### config.mk
export PLATFORM = sky130hd
export DESIGN_NAME = audio_rx
export DESIGN_NICKNAME = d
export VERILOG_FILES = /design/src/rtl/audio_rx_pkg.sv /design/src/rtl/audio_rx_front.sv /design/src/rtl/audio_rx_fifo.sv /design/src/rtl/audio_rx_dma_buf.sv /design/src/rtl/audio_rx.sv
export SDC_FILE = /design/constraint.sdc
export NUM_CORES = 1
export LEC_CHECK = 0
export BUFFER_PORTS_ARGS = -buffer_cell sky130_fd_sc_hd__buf_2
export CAP_MARGIN = 20
export CORE_ASPECT_RATIO = 2
export CORE_UTILIZATION = 40
export DETAILED_ROUTE_END_ITERATION = 6
export SYNTH_ARGS = -nofsm -noshare
export SYNTH_HDL_FRONTEND = slang
export SYNTH_SLANG_ARGS = --single-unit
### constraint.sdc
create_clock -name clk -period 4.2 [get_ports clk]
set_input_delay 0.21 -clock clk [delete_from_list [all_inputs] [get_ports clk]]
set_output_delay 0.21 -clock clk [all_outputs]
set_load 0.01 [all_outputs]
### src/rtl/audio_rx_pkg.sv
// Package: shared constants and types for the audio serial receive path.
// Assumes: one slot per frame; sample widths of 8 or 16 bits.
package audio_rx_pkg;
    localparam int SAMPLE_W   = 16;
    localparam int NARROW_W   = 8;
    localparam int RX_DEPTH   = 8;

    typedef enum logic {
        ROUTE_FIFO = 1'b0,
        ROUTE_DMA  = 1'b1
    } route_e;
endpackage

### src/rtl/audio_rx_front.sv
// Module: audio_rx_front
// Synchronizes the serial lines into the system clock domain and detects
// rising bit-clock edges. It assembles MSB-first samples while the frame
// sync is high. It emits a one-cycle word_vld pulse with the completed sample.
// Assumes: the bit clock is at most a quarter of the system clock rate, and
// data and frame sync are stable around the rising bit-clock edge.
module audio_rx_front #(
    parameter int DATA_W      = 16,
    parameter int NARROW_W    = 8,
    parameter int SYNC_STAGES = 2
) (
    input  logic              clk,
    input  logic              rst_n,
    input  logic              ser_clk,
    input  logic              ser_fs,
    input  logic              ser_data,
    input  logic              wide,
    output logic              word_vld,
    output logic [DATA_W-1:0] word_data
);
    localparam int CNT_W = $clog2(DATA_W);
    localparam logic [CNT_W-1:0] LAST_WIDE   = CNT_W'(DATA_W - 1);
    localparam logic [CNT_W-1:0] LAST_NARROW = CNT_W'(NARROW_W - 1);

    logic [2:0] sync_q [SYNC_STAGES];
    logic       clk_s, fs_s, dat_s;
    logic       clk_prev;
    logic       rise;
    logic [CNT_W-1:0]  bit_cnt;
    logic [DATA_W-1:0] shreg;
    logic [DATA_W-1:0] next_word;
    logic [CNT_W-1:0]  last_bit;

    // One register stage per synchronizer step, generated from the depth.
    generate
        for (genvar s = 0; s < SYNC_STAGES; s++) begin : g_sync
            if (s == 0) begin : g_first
                // First stage: capture the raw serial lines.
                always_ff @(posedge clk) begin
                    if (!rst_n) sync_q[s] <= 3'b000;
                    else        sync_q[s] <= {ser_clk, ser_fs, ser_data};
                end
            end else begin : g_next
                // Later stages: pass the previous stage along.
                always_ff @(posedge clk) begin
                    if (!rst_n) sync_q[s] <= 3'b000;
                    else        sync_q[s] <= sync_q[s-1];
                end
            end
        end
    endgenerate

    // Split the synchronized bundle and derive the rising bit-clock edge.
    always_comb begin
        clk_s     = sync_q[SYNC_STAGES-1][2];
        fs_s      = sync_q[SYNC_STAGES-1][1];
        dat_s     = sync_q[SYNC_STAGES-1][0];
        rise      = clk_s & ~clk_prev;
        last_bit  = wide ? LAST_WIDE : LAST_NARROW;
        next_word = {shreg[DATA_W-2:0], dat_s};
    end

    // Remember the previous synchronized bit clock for edge detection.
    always_ff @(posedge clk) begin
        if (!rst_n) clk_prev <= 1'b0;
        else        clk_prev <= clk_s;
    end

    // Shift in bits while framed; emit a word when the last bit arrives.
    always_ff @(posedge clk) begin
        if (!rst_n) begin
            bit_cnt   <= '0;
            shreg     <= '0;
            word_vld  <= 1'b0;
            word_data <= '0;
        end else begin
            word_vld <= 1'b0;
            if (!fs_s) begin
                bit_cnt <= '0;
                shreg   <= '0;
            end else if (rise) begin
                if (bit_cnt == last_bit) begin
                    bit_cnt   <= '0;
                    shreg     <= '0;
                    word_vld  <= 1'b1;
                    word_data <= wide ? next_word
                                      : DATA_W'(next_word[NARROW_W-1:0]);
                end else begin
                    bit_cnt <= bit_cnt + 1'b1;
                    shreg   <= next_word;
                end
            end
        end
    end
endmodule

### src/rtl/audio_rx_fifo.sv
// Module: audio_rx_fifo
// Show-ahead synchronous FIFO holding received samples for the CPU.
// Assumes: the caller never pushes when full without a pop in the same
// cycle; a pop on empty is ignored here.
module audio_rx_fifo #(
    parameter int DATA_W = 16,
    parameter int DEPTH  = 8,
    parameter int CNT_W  = $clog2(DEPTH + 1)
) (
    input  logic              clk,
    input  logic              rst_n,
    input  logic              push,
    input  logic [DATA_W-1:0] push_data,
    input  logic              pop,
    output logic [DATA_W-1:0] head,
    output logic [CNT_W-1:0]  count,
    output logic              full
);
    localparam int AW = $clog2(DEPTH);

    logic [DATA_W-1:0] mem [DEPTH];
    logic [AW-1:0]     wr_ptr, rd_ptr;
    logic              do_pop;
    logic              do_push;

    // Qualify push and pop against the occupancy.
    always_comb begin
        full    = (count == CNT_W'(DEPTH));
        do_pop  = pop && (count != '0);
        do_push = push && (!full || do_pop);
        head    = mem[rd_ptr];
    end

    // Storage write port.
    always_ff @(posedge clk) begin
        if (do_push) mem[wr_ptr] <= push_data;
    end

    // Pointer and occupancy bookkeeping.
    always_ff @(posedge clk) begin
        if (!rst_n) begin
            wr_ptr <= '0;
            rd_ptr <= '0;
            count  <= '0;
        end else begin
            if (do_push) wr_ptr <= (wr_ptr == AW'(DEPTH - 1)) ? '0 : wr_ptr + 1'b1;
            if (do_pop)  rd_ptr <= (rd_ptr == AW'(DEPTH - 1)) ? '0 : rd_ptr + 1'b1;
            case ({do_push, do_pop})
                2'b10:   count <= count + 1'b1;
                2'b01:   count <= count - 1'b1;
                default: count <= count;
            endcase
        end
    end
endmodule

### src/rtl/audio_rx_dma_buf.sv
// Module: audio_rx_dma_buf
// Single holding register for DMA delivery with a full flag that doubles
// as the DMA request. An acknowledge empties it.
// Assumes: the caller loads only when the register is empty or being acked.
module audio_rx_dma_buf #(
    parameter int DATA_W = 16
) (
    input  logic              clk,
    input  logic              rst_n,
    input  logic              load,
    input  logic [DATA_W-1:0] load_data,
    input  logic              ack,
    output logic [DATA_W-1:0] data,
    output logic              full
);
    // Hold the sample and track occupancy; a load wins over an ack.
    always_ff @(posedge clk) begin
        if (!rst_n) begin
            data <= '0;
            full <= 1'b0;
        end else if (load) begin
            data <= load_data;
            full <= 1'b1;
        end else if (ack) begin
            full <= 1'b0;
        end
    end
endmodule

### src/rtl/audio_rx.sv
// Module: audio_rx (top)
// Audio serial receive path: assembles framed serial samples, then routes
// each to a threshold-interrupt FIFO or a DMA holding register. It flags
// samples lost to a full destination.
// Assumes: normal mode only (one slot per frame); configuration is held
// steady while a frame is in flight.
module audio_rx
    import audio_rx_pkg::*;
#(
    parameter int DATA_W      = SAMPLE_W,
    parameter int FIFO_DEPTH  = RX_DEPTH,
    parameter int SYNC_STAGES = 2,
    parameter int LIM_W       = $clog2(FIFO_DEPTH),
    parameter int CNT_W       = $clog2(FIFO_DEPTH + 1)
) (
    input  logic              clk,
    input  logic              rst_n,
    input  logic              ser_clk,
    input  logic              ser_fs,
    input  logic              ser_data,
    input  logic              cfg_dma_route,
    input  logic              cfg_wide16,
    input  logic [1:0]        cfg_slots,
    input  logic [1:0]        cfg_slot_sel,
    input  logic [LIM_W-1:0]  cfg_warn_lim,
    input  logic              cpu_rd,
    output logic [DATA_W-1:0] cpu_rdata,
    output logic [CNT_W-1:0]  fifo_count,
    output logic              irq,
    input  logic              dma_ack,
    output logic [DATA_W-1:0] dma_rdata,
    output logic              dma_req,
    input  logic              ovr_clr,
    output logic              overrun
);
    logic              word_vld;
    logic [DATA_W-1:0] word_data;
    logic              slot_ok;
    logic              accept;
    logic              fifo_full;
    logic              fifo_push;
    logic              dma_load;
    logic              ovr_set;
    route_e            route;

    audio_rx_front #(
        .DATA_W      (DATA_W),
        .NARROW_W    (NARROW_W),
        .SYNC_STAGES (SYNC_STAGES)
    ) u_front (
        .clk       (clk),
        .rst_n     (rst_n),
        .ser_clk   (ser_clk),
        .ser_fs    (ser_fs),
        .ser_data  (ser_data),
        .wide      (cfg_wide16),
        .word_vld  (word_vld),
        .word_data (word_data)
    );

    // Decide where a completed word goes and whether it is lost.
    always_comb begin
        route     = route_e'(cfg_dma_route);
        slot_ok   = (cfg_slots == 2'b00) && (cfg_slot_sel == 2'b00);
        accept    = word_vld && slot_ok;
        fifo_push = accept && (route == ROUTE_FIFO) && (!fifo_full || cpu_rd);
        dma_load  = accept && (route == ROUTE_DMA) && (!dma_req || dma_ack);
        ovr_set   = accept && !fifo_push && !dma_load;
    end

    audio_rx_fifo #(
        .DATA_W (DATA_W),
        .DEPTH  (FIFO_DEPTH),
        .CNT_W  (CNT_W)
    ) u_fifo (
        .clk       (clk),
        .rst_n     (rst_n),
        .push      (fifo_push),
        .push_data (word_data),
        .pop       (cpu_rd),
        .head      (cpu_rdata),
        .count     (fifo_count),
        .full      (fifo_full)
    );

    audio_rx_dma_buf #(
        .DATA_W (DATA_W)
    ) u_dma (
        .clk       (clk),
        .rst_n     (rst_n),
        .load      (dma_load),
        .load_data (word_data),
        .ack       (dma_ack),
        .data      (dma_rdata),
        .full      (dma_req)
    );

    // Strictly-greater warning comparison for the receive interrupt.
    always_comb begin
        irq = fifo_count > CNT_W'(cfg_warn_lim);
    end

    // Sticky overrun flag; a new loss outranks a clear in the same cycle.
    always_ff @(posedge clk) begin
        if (!rst_n)       overrun <= 1'b0;
        else if (ovr_set) overrun <= 1'b1;
        else if (ovr_clr) overrun <= 1'b0;
    end
endmodule

==> reports/metrics.yaml <==
rows: 72
clockBufferDepth: 3
hold_buffers: 3
p_int_uw: 3050
wl_mm: 14.4
start_util_pct: 41.0
p_seq_share_pct: 55.8
drive_above_1_share_pct: 21.0
finClkSkew_ps: 15.4
grt_usage_pct: 14.8
yosys_warnings: 0
ys.flop_type: "edfxtp_1"
nFillCells: 1674
cts_resized: 0
setup_viol_count_final: 0
status: "complete, no violations"
arrival_ps: 3130
switchingPower_uw: 694
yosysSeqAreaShare_pct: 67.1
die_w_um: 102
max_cap_violations: 0
remaining_drc_errors: 0
clk_latency_ps: 480
tns_ps: 0
synth_edf_count: 128
fmax_ghz: 0.365
cts-htree-levels: 1
synth-seq-cells: 202
end_kind: "flop"
rsz0062_at_grt: "false"
finalCriticalPeriod_ps: 2740
final_antenna_net_count: 0
cts_tree: "yes"
grt_overflow: 0
tightest_slew_ps: 917
power.density_nw_per_um2: 413
viasPerCell: 5.13
final_cell_mix: "edfxtp_1 (128), dfxtp_1 (74), buf_2 (55)"
grt_pass1_wl_mm: 23.3
seq_area_um2: 5330
crit_type: "flop to flop"
final_common_cell: "edfxtp_1"
core_um2: 19400
netlist_area_um2: 7930
cts_buffers: 17
p_sw_share_pct: 18.6
crit_path_max_fanout: 9
die_area_um2: 20400
gp_congestion: 0.751
hold_class: "input port to flop"
hold_viol: 0
synth_nets: 529
synth-async-reset-ratio_pct: 0
fin_worst_hold_slack_ps: 12.0
clkTransAtPathRegs_ps: 60
io_pins: 56
combPwrFrac_pct: 1.1
grt_start_max_net_pins: 72
utilization_pct: 46.8
start_kind: "flop"
multiInputGateArea_um2: 2450
fp.dieH_um: 201
syn_avg_cell_area_um2: 15.8
antenna_found_initial: 0
n_antenna_cell: 0
postSynthCellCount: 501
wl_per_cell_um: 17.4
slew_headroom_pct: 38.9
clkPwrFrac_pct: 43.1
post-route-period-util_pct: 65.3
ys_types: 43
grt_pass1_vias: 4459
hpwlAfterDp_mm: 9.62
drtIter0Drc: 170
power.leakage_uw: 0.00370
root_buffer: "clkbuf_16"
post_cts_buffers: 0
fin_nets: 588
port_buffers: 55
first_pass_iters: 4
synthToLayoutAreaGrowth_pct: 14.3
vdd_drop_max_v: 0.000279
drv_slew: 0
cts.sinks: 202
via_count: 4258
worstPathRequired_ps: 4580
## cells by family (layout without fill, tap and decap cells)
kind of cell	count (synthesis)	after routing	synth area share [%]
DFF	202	202	67.1
and+or+nand+nor	130	130	8.78
muxes	70	70	15.5
AOI/OAI and AO/OA	48	48	3.91
buffers and inverters	34	104	2.33
adders and majority gates	11	11	1.73
xor gates and xnor gates	6	6	0.662
## final timing paths
check	startpoint	endpoint	slack, ps	cells after the start
max reg2reg	u_fifo.count[1]$_SDFFE_PN0P_	u_fifo.count[2]$_SDFFE_PN0P_	1460	10
max	u_fifo.count[1]$_SDFFE_PN0P_	u_fifo.count[2]$_SDFFE_PN0P_	1460	10
min	ovr_clr	overrun$_SDFFE_PN0P_	10	3
min reg2reg	u_front.sync_q[0][2]$_SDFF_PN0_	u_front.sync_q[1][2]$_SDFF_PN0_	430	1
## power groups by stage
stage | Clock (uW) | Combinational [uW] | Sequential [uW]
after CTS | 1650 | 42.0 | 2090
after floorplan | 0 | 26.8 | 2130
after global placement | 0 | 38.9 | 2130
final | 1610 | 41.8 | 2090
after global routing | 1720 | 46.4 | 2090
after detailed placement | 0 | 40.0 | 2130
## per-stage QoR
stage | instance area [um2] | power (uW) | instances | worst slack (ps)
2_1_floorplan | 7930 | 2160 | 501 | 1100
3_3_place_gp | 8480 | 2170 | 797 | 1680
3_5_place_dp | 8480 | 2170 | 797 | 1490
4_1_cts | 9070 | 3780 | 830 | 1460
5_1_grt | 9070 | 3850 | 830 | 1180
6_report | 9070 | 3740 | 830 | 1460
## flip-flops by register name (all words and copies together), names as in the netlist, 3 cells and up, named ones only
register           cells
u_front.word_data     16
u_fifo.wr_ptr          3
u_fifo.count           4
u_front.sync_q         6
u_front.shreg         15
u_dma.data            16
u_fifo.mem           128
u_fifo.rd_ptr          3
u_front.bit_cnt        4
## critical path, cell delays in order (launching register included)
cell	delay [ps]
dfxtp_1	510
nor3_1	120
a31oi_1	320
nand2_2	240
ha_1	330
xor2_1	170
ha_1	190
a21oi_1	140
xor2_1	100
or3_1	340
a21boi_0	200
## cell type report
type                       count  share of cell area (%)
sequential                   202                    58.7
clock buffer                  24                    4.98
inverter                       5                   0.207
multi-input combinational    265                    27.0
timing repair buffer          69                    4.28
tap                          259                    3.57
clock inverter                 6                    1.24
## synthesized netlist by cell type, drive strengths merged, types with 7 or more instances
master / n / area [um2]
dfxtp: 74 / 1480
nand3: 11 / 55.1
nor2: 21 / 78.8
mux2: 16 / 180
nand2b: 7 / 43.8
clkbuf: 13 / 52.6
buf: 16 / 114
a22oi: 15 / 113
nor2b: 21 / 131
mux2i: 22 / 220
o21ai: 19 / 95.1
and2: 10 / 62.6
nand2: 33 / 126
nor3: 8 / 40.0
nand4: 10 / 77.6
edfxtp: 128 / 3840
ha: 11 / 138
mux4: 32 / 826
## metal layers
layer | GRT usage (%) | vias to the layer above | part of all wire [%]
li1 | - | 2036 | -
met2 | 28.3 | 68 | 56
met1 | 16.6 | 2137 | 40
met3 | 1.70 | 17 | 3.0
met4 | 4.61 | 0 | 1.9
met5 | 0 | - | 0
Note: power is estimated with default switching activity, not from simulation.
